$ cat config.mk
export PLATFORM = sky130hd
export DESIGN_NAME = island_power_seq
export DESIGN_NICKNAME = d
export VERILOG_FILES = /design/src/rtl/island_pwr_pkg.sv /design/src/rtl/island_pwr_dp.sv /design/src/rtl/island_pwr_ctl.sv /design/src/rtl/island_power_seq.sv
export SDC_FILE = /design/constraint.sdc
export NUM_CORES = 1
export LEC_CHECK = 0
export BUFFER_PORTS_ARGS = -buffer_cell sky130_fd_sc_hd__buf_4
export CORE_ASPECT_RATIO = 1.75
export CORE_MARGIN = 10
export CORE_UTILIZATION = 49
export DETAILED_ROUTE_END_ITERATION = 10
export PLACE_DENSITY = 0.84
export SYNTH_ARGS = -nofsm -noshare
export SYNTH_HDL_FRONTEND = slang
export SYNTH_HIERARCHICAL = 1
export SYNTH_SLANG_ARGS = --single-unit
$ cat constraint.sdc
create_clock -name clk -period 4.2 [get_ports clk]
set_clock_uncertainty 0.1 [all_clocks]
set_input_delay 0.21 -clock clk [delete_from_list [all_inputs] [get_ports clk]]
set_output_delay 0.21 -clock clk [all_outputs]
set_load 0.03 [all_outputs]
$ cat src/rtl/island_pwr_pkg.sv
package island_pwr_pkg;

  localparam int INR_W       = 2;
  localparam int WORD_W      = 32;
  localparam logic [7:0] WR_KEY = 8'h5A;

  // bit positions decoded by software
  localparam int B_SW    = 0;
  localparam int B_PG    = 1;
  localparam int B_ELEC  = 2;
  localparam int B_REP   = 3;
  localparam int B_RDONE = 4;
  localparam int B_FUNC  = 5;
  localparam int B_EN    = 12;
  localparam int B_INR   = 13;

  typedef enum logic [3:0] {
    S_IDLE, S_RAMP, S_PGWAIT, S_ELEC, S_REPREQ, S_REPWAIT, S_FUNC,
    S_DNFUNC, S_DNELEC, S_DNSW, S_FAILISO, S_FAILSW, S_FINOK, S_FINERR
  } ctlState_t;

  typedef struct packed {
    logic             regWrite;
    logic             setRamp;
    logic [INR_W-1:0] rampCode;
    logic             setElec;
    logic             clrElec;
    logic             setRep;
    logic             setFunc;
    logic             clrFunc;
    logic             clrSw;
    logic             clrSwInr;
    logic             clrTimer;
  } dpStrobe_t;

endpackage

$ cat src/rtl/island_pwr_dp.sv
module island_pwr_dp
  import island_pwr_pkg::*;
#(
  parameter int CYC_PER_US = 100
) (
  input  logic                clk,
  input  logic                rstN,
  input  dpStrobe_t           stb,
  input  logic [WORD_W-1:0]   wrData,
  input  logic                pwrGood,
  input  logic                repairDone,
  output logic [WORD_W-1:0]   rdData,
  output logic                switchEn,
  output logic [INR_W-1:0]    inrushCode,
  output logic                elecIsoRel,
  output logic                repairReq,
  output logic                funcIsoRel,
  output logic                islandEn,
  output logic                pgExpired,
  output logic                rpExpired
);

  localparam int PG_CYC = 3 * CYC_PER_US;
  localparam int RP_CYC = CYC_PER_US;
  localparam int TW     = $clog2(PG_CYC + 1);
  localparam logic [TW-1:0] PG_LAST = TW'(PG_CYC - 1);
  localparam logic [TW-1:0] RP_LAST = TW'(RP_CYC - 1);

  logic          keyOk;
  logic [TW-1:0] waitCnt;

  assign keyOk = stb.regWrite && (wrData[WORD_W-1 -: 8] == WR_KEY);

  always_ff @(posedge clk) begin
    if (!rstN) begin
      switchEn   <= 1'b0;
      inrushCode <= '0;
      elecIsoRel <= 1'b0;
      repairReq  <= 1'b0;
      funcIsoRel <= 1'b0;
      islandEn   <= 1'b0;
    end else begin
      if (keyOk) begin
        switchEn   <= wrData[B_SW];
        elecIsoRel <= wrData[B_ELEC];
        repairReq  <= wrData[B_REP];
        funcIsoRel <= wrData[B_FUNC];
        islandEn   <= wrData[B_EN];
        inrushCode <= wrData[B_INR +: INR_W];
      end
      if (stb.setRamp) begin
        switchEn   <= 1'b1;
        inrushCode <= stb.rampCode;
      end
      if (stb.setElec) elecIsoRel <= 1'b1;
      if (stb.clrElec) elecIsoRel <= 1'b0;
      if (stb.setRep)  repairReq  <= 1'b1;
      if (stb.setFunc) funcIsoRel <= 1'b1;
      if (stb.clrFunc) funcIsoRel <= 1'b0;
      if (stb.clrSw)   switchEn   <= 1'b0;
      if (stb.clrSwInr) begin
        switchEn   <= 1'b0;
        inrushCode <= '0;
      end
    end
  end

  // one window timer shared by both waits, saturating at the longer limit
  always_ff @(posedge clk) begin
    if (!rstN || stb.clrTimer) waitCnt <= '0;
    else if (waitCnt != PG_LAST) waitCnt <= waitCnt + 1'b1;
  end

  assign pgExpired = (waitCnt == PG_LAST);
  assign rpExpired = (waitCnt == RP_LAST);

  always_comb begin
    rdData               = '0;
    rdData[B_SW]         = switchEn;
    rdData[B_PG]         = pwrGood;
    rdData[B_ELEC]       = elecIsoRel;
    rdData[B_REP]        = repairReq;
    rdData[B_RDONE]      = repairDone;
    rdData[B_FUNC]       = funcIsoRel;
    rdData[B_EN]         = islandEn;
    rdData[B_INR +: INR_W] = inrushCode;
  end

endmodule

$ cat src/rtl/island_pwr_ctl.sv
module island_pwr_ctl
  import island_pwr_pkg::*;
(
  input  logic      clk,
  input  logic      rstN,
  input  logic      reqOn,
  input  logic      reqOff,
  input  logic      wrEn,
  input  logic      swOn,
  input  logic      pwrGood,
  input  logic      repairDone,
  input  logic      pgExpired,
  input  logic      rpExpired,
  output dpStrobe_t stb,
  output logic      busy,
  output logic      donePulse,
  output logic      errPulse,
  output logic      rejected
);

  localparam logic [INR_W-1:0] TOP_CODE = {INR_W{1'b1}};

  ctlState_t        state, stateNxt;
  logic [INR_W-1:0] step, stepNxt;
  logic             anyReq;

  assign anyReq = reqOn || reqOff;

  always_comb begin
    stb      = '0;
    stateNxt = state;
    stepNxt  = step;
    unique case (state)
      S_IDLE: begin
        if (reqOn) begin
          stepNxt  = '0;
          stateNxt = swOn ? S_FINOK : S_RAMP;
        end else if (reqOff) begin
          stateNxt = S_DNFUNC;
        end else begin
          stb.regWrite = wrEn;
        end
      end
      S_RAMP: begin
        stb.setRamp  = 1'b1;
        stb.rampCode = step;
        stb.clrTimer = 1'b1;
        stateNxt     = S_PGWAIT;
      end
      S_PGWAIT: begin
        if (pwrGood) stateNxt = S_ELEC;
        else if (pgExpired) begin
          if (step == TOP_CODE) stateNxt = S_FAILSW;
          else begin
            stepNxt  = step + 1'b1;
            stateNxt = S_RAMP;
          end
        end
      end
      S_ELEC: begin
        stb.setElec = 1'b1;
        stateNxt    = S_REPREQ;
      end
      S_REPREQ: begin
        stb.setRep   = 1'b1;
        stb.clrTimer = 1'b1;
        stateNxt     = S_REPWAIT;
      end
      S_REPWAIT: begin
        if (repairDone) stateNxt = S_FUNC;
        else if (rpExpired) stateNxt = S_FAILISO;
      end
      S_FUNC: begin
        stb.setFunc = 1'b1;
        stateNxt    = S_FINOK;
      end
      S_DNFUNC: begin
        stb.clrFunc = 1'b1;
        stateNxt    = S_DNELEC;
      end
      S_DNELEC: begin
        stb.clrElec = 1'b1;
        stateNxt    = S_DNSW;
      end
      S_DNSW: begin
        stb.clrSw = 1'b1;
        stateNxt  = S_FINOK;
      end
      S_FAILISO: begin
        stb.clrElec = 1'b1;
        stateNxt    = S_FAILSW;
      end
      S_FAILSW: begin
        stb.clrSwInr = 1'b1;
        stateNxt     = S_FINERR;
      end
      S_FINOK:  stateNxt = S_IDLE;
      S_FINERR: stateNxt = S_IDLE;
      default:  stateNxt = S_IDLE;
    endcase
  end

  always_ff @(posedge clk) begin
    if (!rstN) begin
      state    <= S_IDLE;
      step     <= '0;
      rejected <= 1'b0;
    end else begin
      state <= stateNxt;
      step  <= stepNxt;
      if (anyReq && state != S_IDLE) rejected <= 1'b1;
    end
  end

  assign busy      = (state != S_IDLE);
  assign donePulse = (state == S_FINOK);
  assign errPulse  = (state == S_FINERR);

endmodule

$ cat src/rtl/island_power_seq.sv
module island_power_seq
  import island_pwr_pkg::*;
#(
  parameter int CYC_PER_US = 100
) (
  input  logic        clk,
  input  logic        rstN,
  input  logic        reqOn,
  input  logic        reqOff,
  input  logic        wrEn,
  input  logic [31:0] wrData,
  output logic [31:0] rdData,
  input  logic        pwrGood,
  input  logic        repairDone,
  output logic        switchEn,
  output logic [1:0]  inrushCode,
  output logic        elecIsoRel,
  output logic        repairReq,
  output logic        funcIsoRel,
  output logic        islandEn,
  output logic        busy,
  output logic        donePulse,
  output logic        errPulse,
  output logic        rejected
);

  dpStrobe_t stb;
  logic      pgExpired;
  logic      rpExpired;

  island_pwr_ctl ctl_i (
    .clk        (clk),
    .rstN       (rstN),
    .reqOn      (reqOn),
    .reqOff     (reqOff),
    .wrEn       (wrEn),
    .swOn       (switchEn),
    .pwrGood    (pwrGood),
    .repairDone (repairDone),
    .pgExpired  (pgExpired),
    .rpExpired  (rpExpired),
    .stb        (stb),
    .busy       (busy),
    .donePulse  (donePulse),
    .errPulse   (errPulse),
    .rejected   (rejected)
  );

  island_pwr_dp #(.CYC_PER_US(CYC_PER_US)) dp_i (
    .clk        (clk),
    .rstN       (rstN),
    .stb        (stb),
    .wrData     (wrData),
    .pwrGood    (pwrGood),
    .repairDone (repairDone),
    .rdData     (rdData),
    .switchEn   (switchEn),
    .inrushCode (inrushCode),
    .elecIsoRel (elecIsoRel),
    .repairReq  (repairReq),
    .funcIsoRel (funcIsoRel),
    .islandEn   (islandEn),
    .pgExpired  (pgExpired),
    .rpExpired  (rpExpired)
  );

endmodule

==> flow_metrics.py <==
metrics = {
    "place": {
        "port_buffers": 41,
        "placed_cell_area_mm2": 0.00191,
        "dp_hpwl_um": 3280,
        "dp_cells": 285,
        "routabilityCongestion": 0.829,
    },
    "worst_setup_path": {
        "worst_setup_path_end_kind": "register",
        "cp_slowest_cell": "or3_4",
        "timing.critical_path.arrival_ps": 2710,
        "cpPeakStageDelay_ps": 550,
        "critPathMaxFanout": 15,
        "path_class": "register to register",
        "crit_chain": "nor4_2 -> and3_1 -> nand4b_1 -> or3_4 -> o311a_1",
        "cp-start-kind": "register",
        "required_ps": 4260,
        "reg2reg_slack_ps": 1550,
        "r2r-start": "ctl_i/state[0]$_SDFFE_PN0P_",
        "critPathBufInv": 0,
        "startpoint": "ctl_i/state[0]$_SDFFE_PN0P_",
        "cp_top_family": "simple AND/OR/NAND/NOR gates",
    },
    "final_layout": {
        "layout-area-overhead-vs-synth_pct": 11.6,
        "final_common_cell": "buf_4",
        "fin_nets": 287,
        "stdcell_area_mm2": 0.00195,
        "instances_no_fill": 289,
        "drive_gt1_share_pct": 23.4,
        "antenna_cells": 0,
        "layout_common_cells": "buf_4, nor2_1, dfxtp_1, conb_1, a21oi_1",
    },
    "synth": {
        "syn_inst": 217,
        "netlist_area_mm2": 0.00175,
        "yosysTopAreaCell": "dfxtp_1",
        "synth_top_area_share_pct": 26.3,
        "synth_cell_type_count": 52,
        "ys_warn_count": 6,
        "async_flop_share_pct": 0,
        "yosysSeqAreaShare_pct": 26.3,
        "synth_edf_count": 0,
        "synth-seq-cells": 23,
        "ys.flop_type": "dfxtp_1",
        "synth.area.top_cells": "dfxtp_1, buf_4, nor2_1",
        "post_synth.cell_area_avg_um2": 8.06,
    },
    "floorplan": {
        "placementRows": 28,
        "die_w_um": 65.2,
        "start_util_pct": 51.5,
        "die_h_um": 99.0,
        "fp.coreArea_mm2": 0.00340,
        "ios": 82,
        "die-area_mm2": 0.00645,
    },
    "route": {
        "vias": 1536,
        "drt-total-wl_um": 4110,
        "initialDrtViolationCount": 49,
        "drtAntennaViolNets": 0,
        "drtPass1Iterations": 4,
        "wl_per_cell_um": 14.2,
        "vias_per_cell": 5.31,
        "drc": 0,
    },
    "clock_network": {
        "cts_max_level": 1,
        "post_cts_buffers": 0,
        "cts_tree": "done",
        "clkTransAtPathRegs_ps": 80,
        "clock_latency_ps": 270,
        "cts_resized": 0,
        "numCtsBuffers": 3,
        "cts_buffer_depth": 2,
        "hold_buffers": 0,
        "clockRootBuffer": "clkbuf_8",
        "cts_sinks": 23,
    },
    "sta": {
        "post-route-period-util_pct": 63.0,
        "setup-violations-final": 0,
        "fin_tns_setup_ps": 0,
        "worstMarginPinSlew_ps": 548,
        "fmax_mhz": 378,
        "rsz0062_at_grt": "no",
        "relSlewSlack_pct": 63.4,
        "slew_viol_final": 0,
        "period_minus_slack_ps": 2650,
        "hold_viol_final": 0,
    },
    "global_routing": {
        "grt_usage_pct": 12.5,
        "antenna_found_initial": 0,
        "grt_pass1_wl_um": 6800,
        "grt_pass1_vias": 1510,
        "grt_max_degree": 18,
        "gr-total-overflow": 0,
    },
    "pwr": {
        "p_leak_nw": 0.816,
        "p_per_area_mw_per_mm2": 565,
        "ir_drop_mv": 0.271,
    },
    "outcome": {
        "status": "complete, no violations",
    },
    "worst_hold_path": {
        "hold_class": "input pin to register",
        "min_from": "wrData[3]",
    },
    "run": {
        "maxCapViolCount": 0,
    },
}
==> layer usage <==
metal  part of all wire (%)  global-route usage [%]
met5                      0                       0
met3                     11                    5.22
met2                     50                    21.8
met4                    1.6                    4.97
met1                     38                    12.6
==> where the power goes <==
| part | internal [mW] | total, mW | switching [mW] |
|---|---|---|---|
| combinational | 0.246 | 0.588 | 0.342 |
| clock | 0.0663 | 0.139 | 0.0730 |
| sequential | 0.272 | 0.376 | 0.105 |
==> cells by family (layout without fill, tap and decap cells) <==
logic type	count (synthesis)	after routing	synth area share (%)
AND/OR/NAND/NOR	96	96	34.2
buffers and inverters	49	54	18.5
AO/OA/AOI/OAI	42	42	17.0
flip-flops	23	23	26.3
adder cells (fa/ha/maj)	3	3	2.15
XOR/XNOR	2	2	1.00
other	1	23	0.214
multiplexers	1	1	0.572
==> sequential cells by signal, summed over array words and instances (netlist names), 2 cells and up <==
signal           flops
ctl_i/state          4
dp_i/waitCnt         9
dp_i/inrushCode      2
ctl_i/step           2
==> through the flow <==
stage | util (%) | power [mW] | hold slack (ps) | setup WS (ps)
2_1_floorplan | - | 0.851 | 225 | 1970
3_3_place_gp | 56.1 | 0.955 | 355 | 1600
3_5_place_dp | 56.1 | 0.967 | 364 | 1550
4_1_cts | 57.4 | 1.11 | 86.6 | 1540
5_1_grt | 57.4 | 1.18 | 93.7 | 1350
6_report | 57.4 | 1.10 | 89.5 | 1550
==> cell type report <==
| class | instances | area (µm²) |
|---|---|---|
| well taps | 45 | 56.3 |
| repair buffers | 41 | 308 |
| inverters | 9 | 33.8 |
| clock inverters | 1 | 5.00 |
| clock buffers | 3 | 41.3 |
| flip-flops and latches | 23 | 460 |
| fillers | 331 | 1450 |
| multi-input cells | 167 | 1050 |
==> cell usage after synthesis (5+ instances only) <==
master and count:
a21oi_1 11, buf_4 32, dfxtp_1 23, inv_1 9
nand2_1 10, nand2b_1 8, nor2_1 23, nor2b_1 6
nor3_1 8, o21ai_0 5, o31a_1 6, o31ai_1 5
==> final timing paths <==
kind,end,depth (start not counted)
worst max-delay path,dp_i/repairReq$_SDFFE_PN0P_,5
worst min-delay path,dp_i/repairReq$_SDFFE_PN0P_,2
worst max register to register,dp_i/repairReq$_SDFFE_PN0P_,5
worst min register to register,ctl_i/rejected$_SDFFE_PN0P_,1
Power figures use the tool's default switching activity.
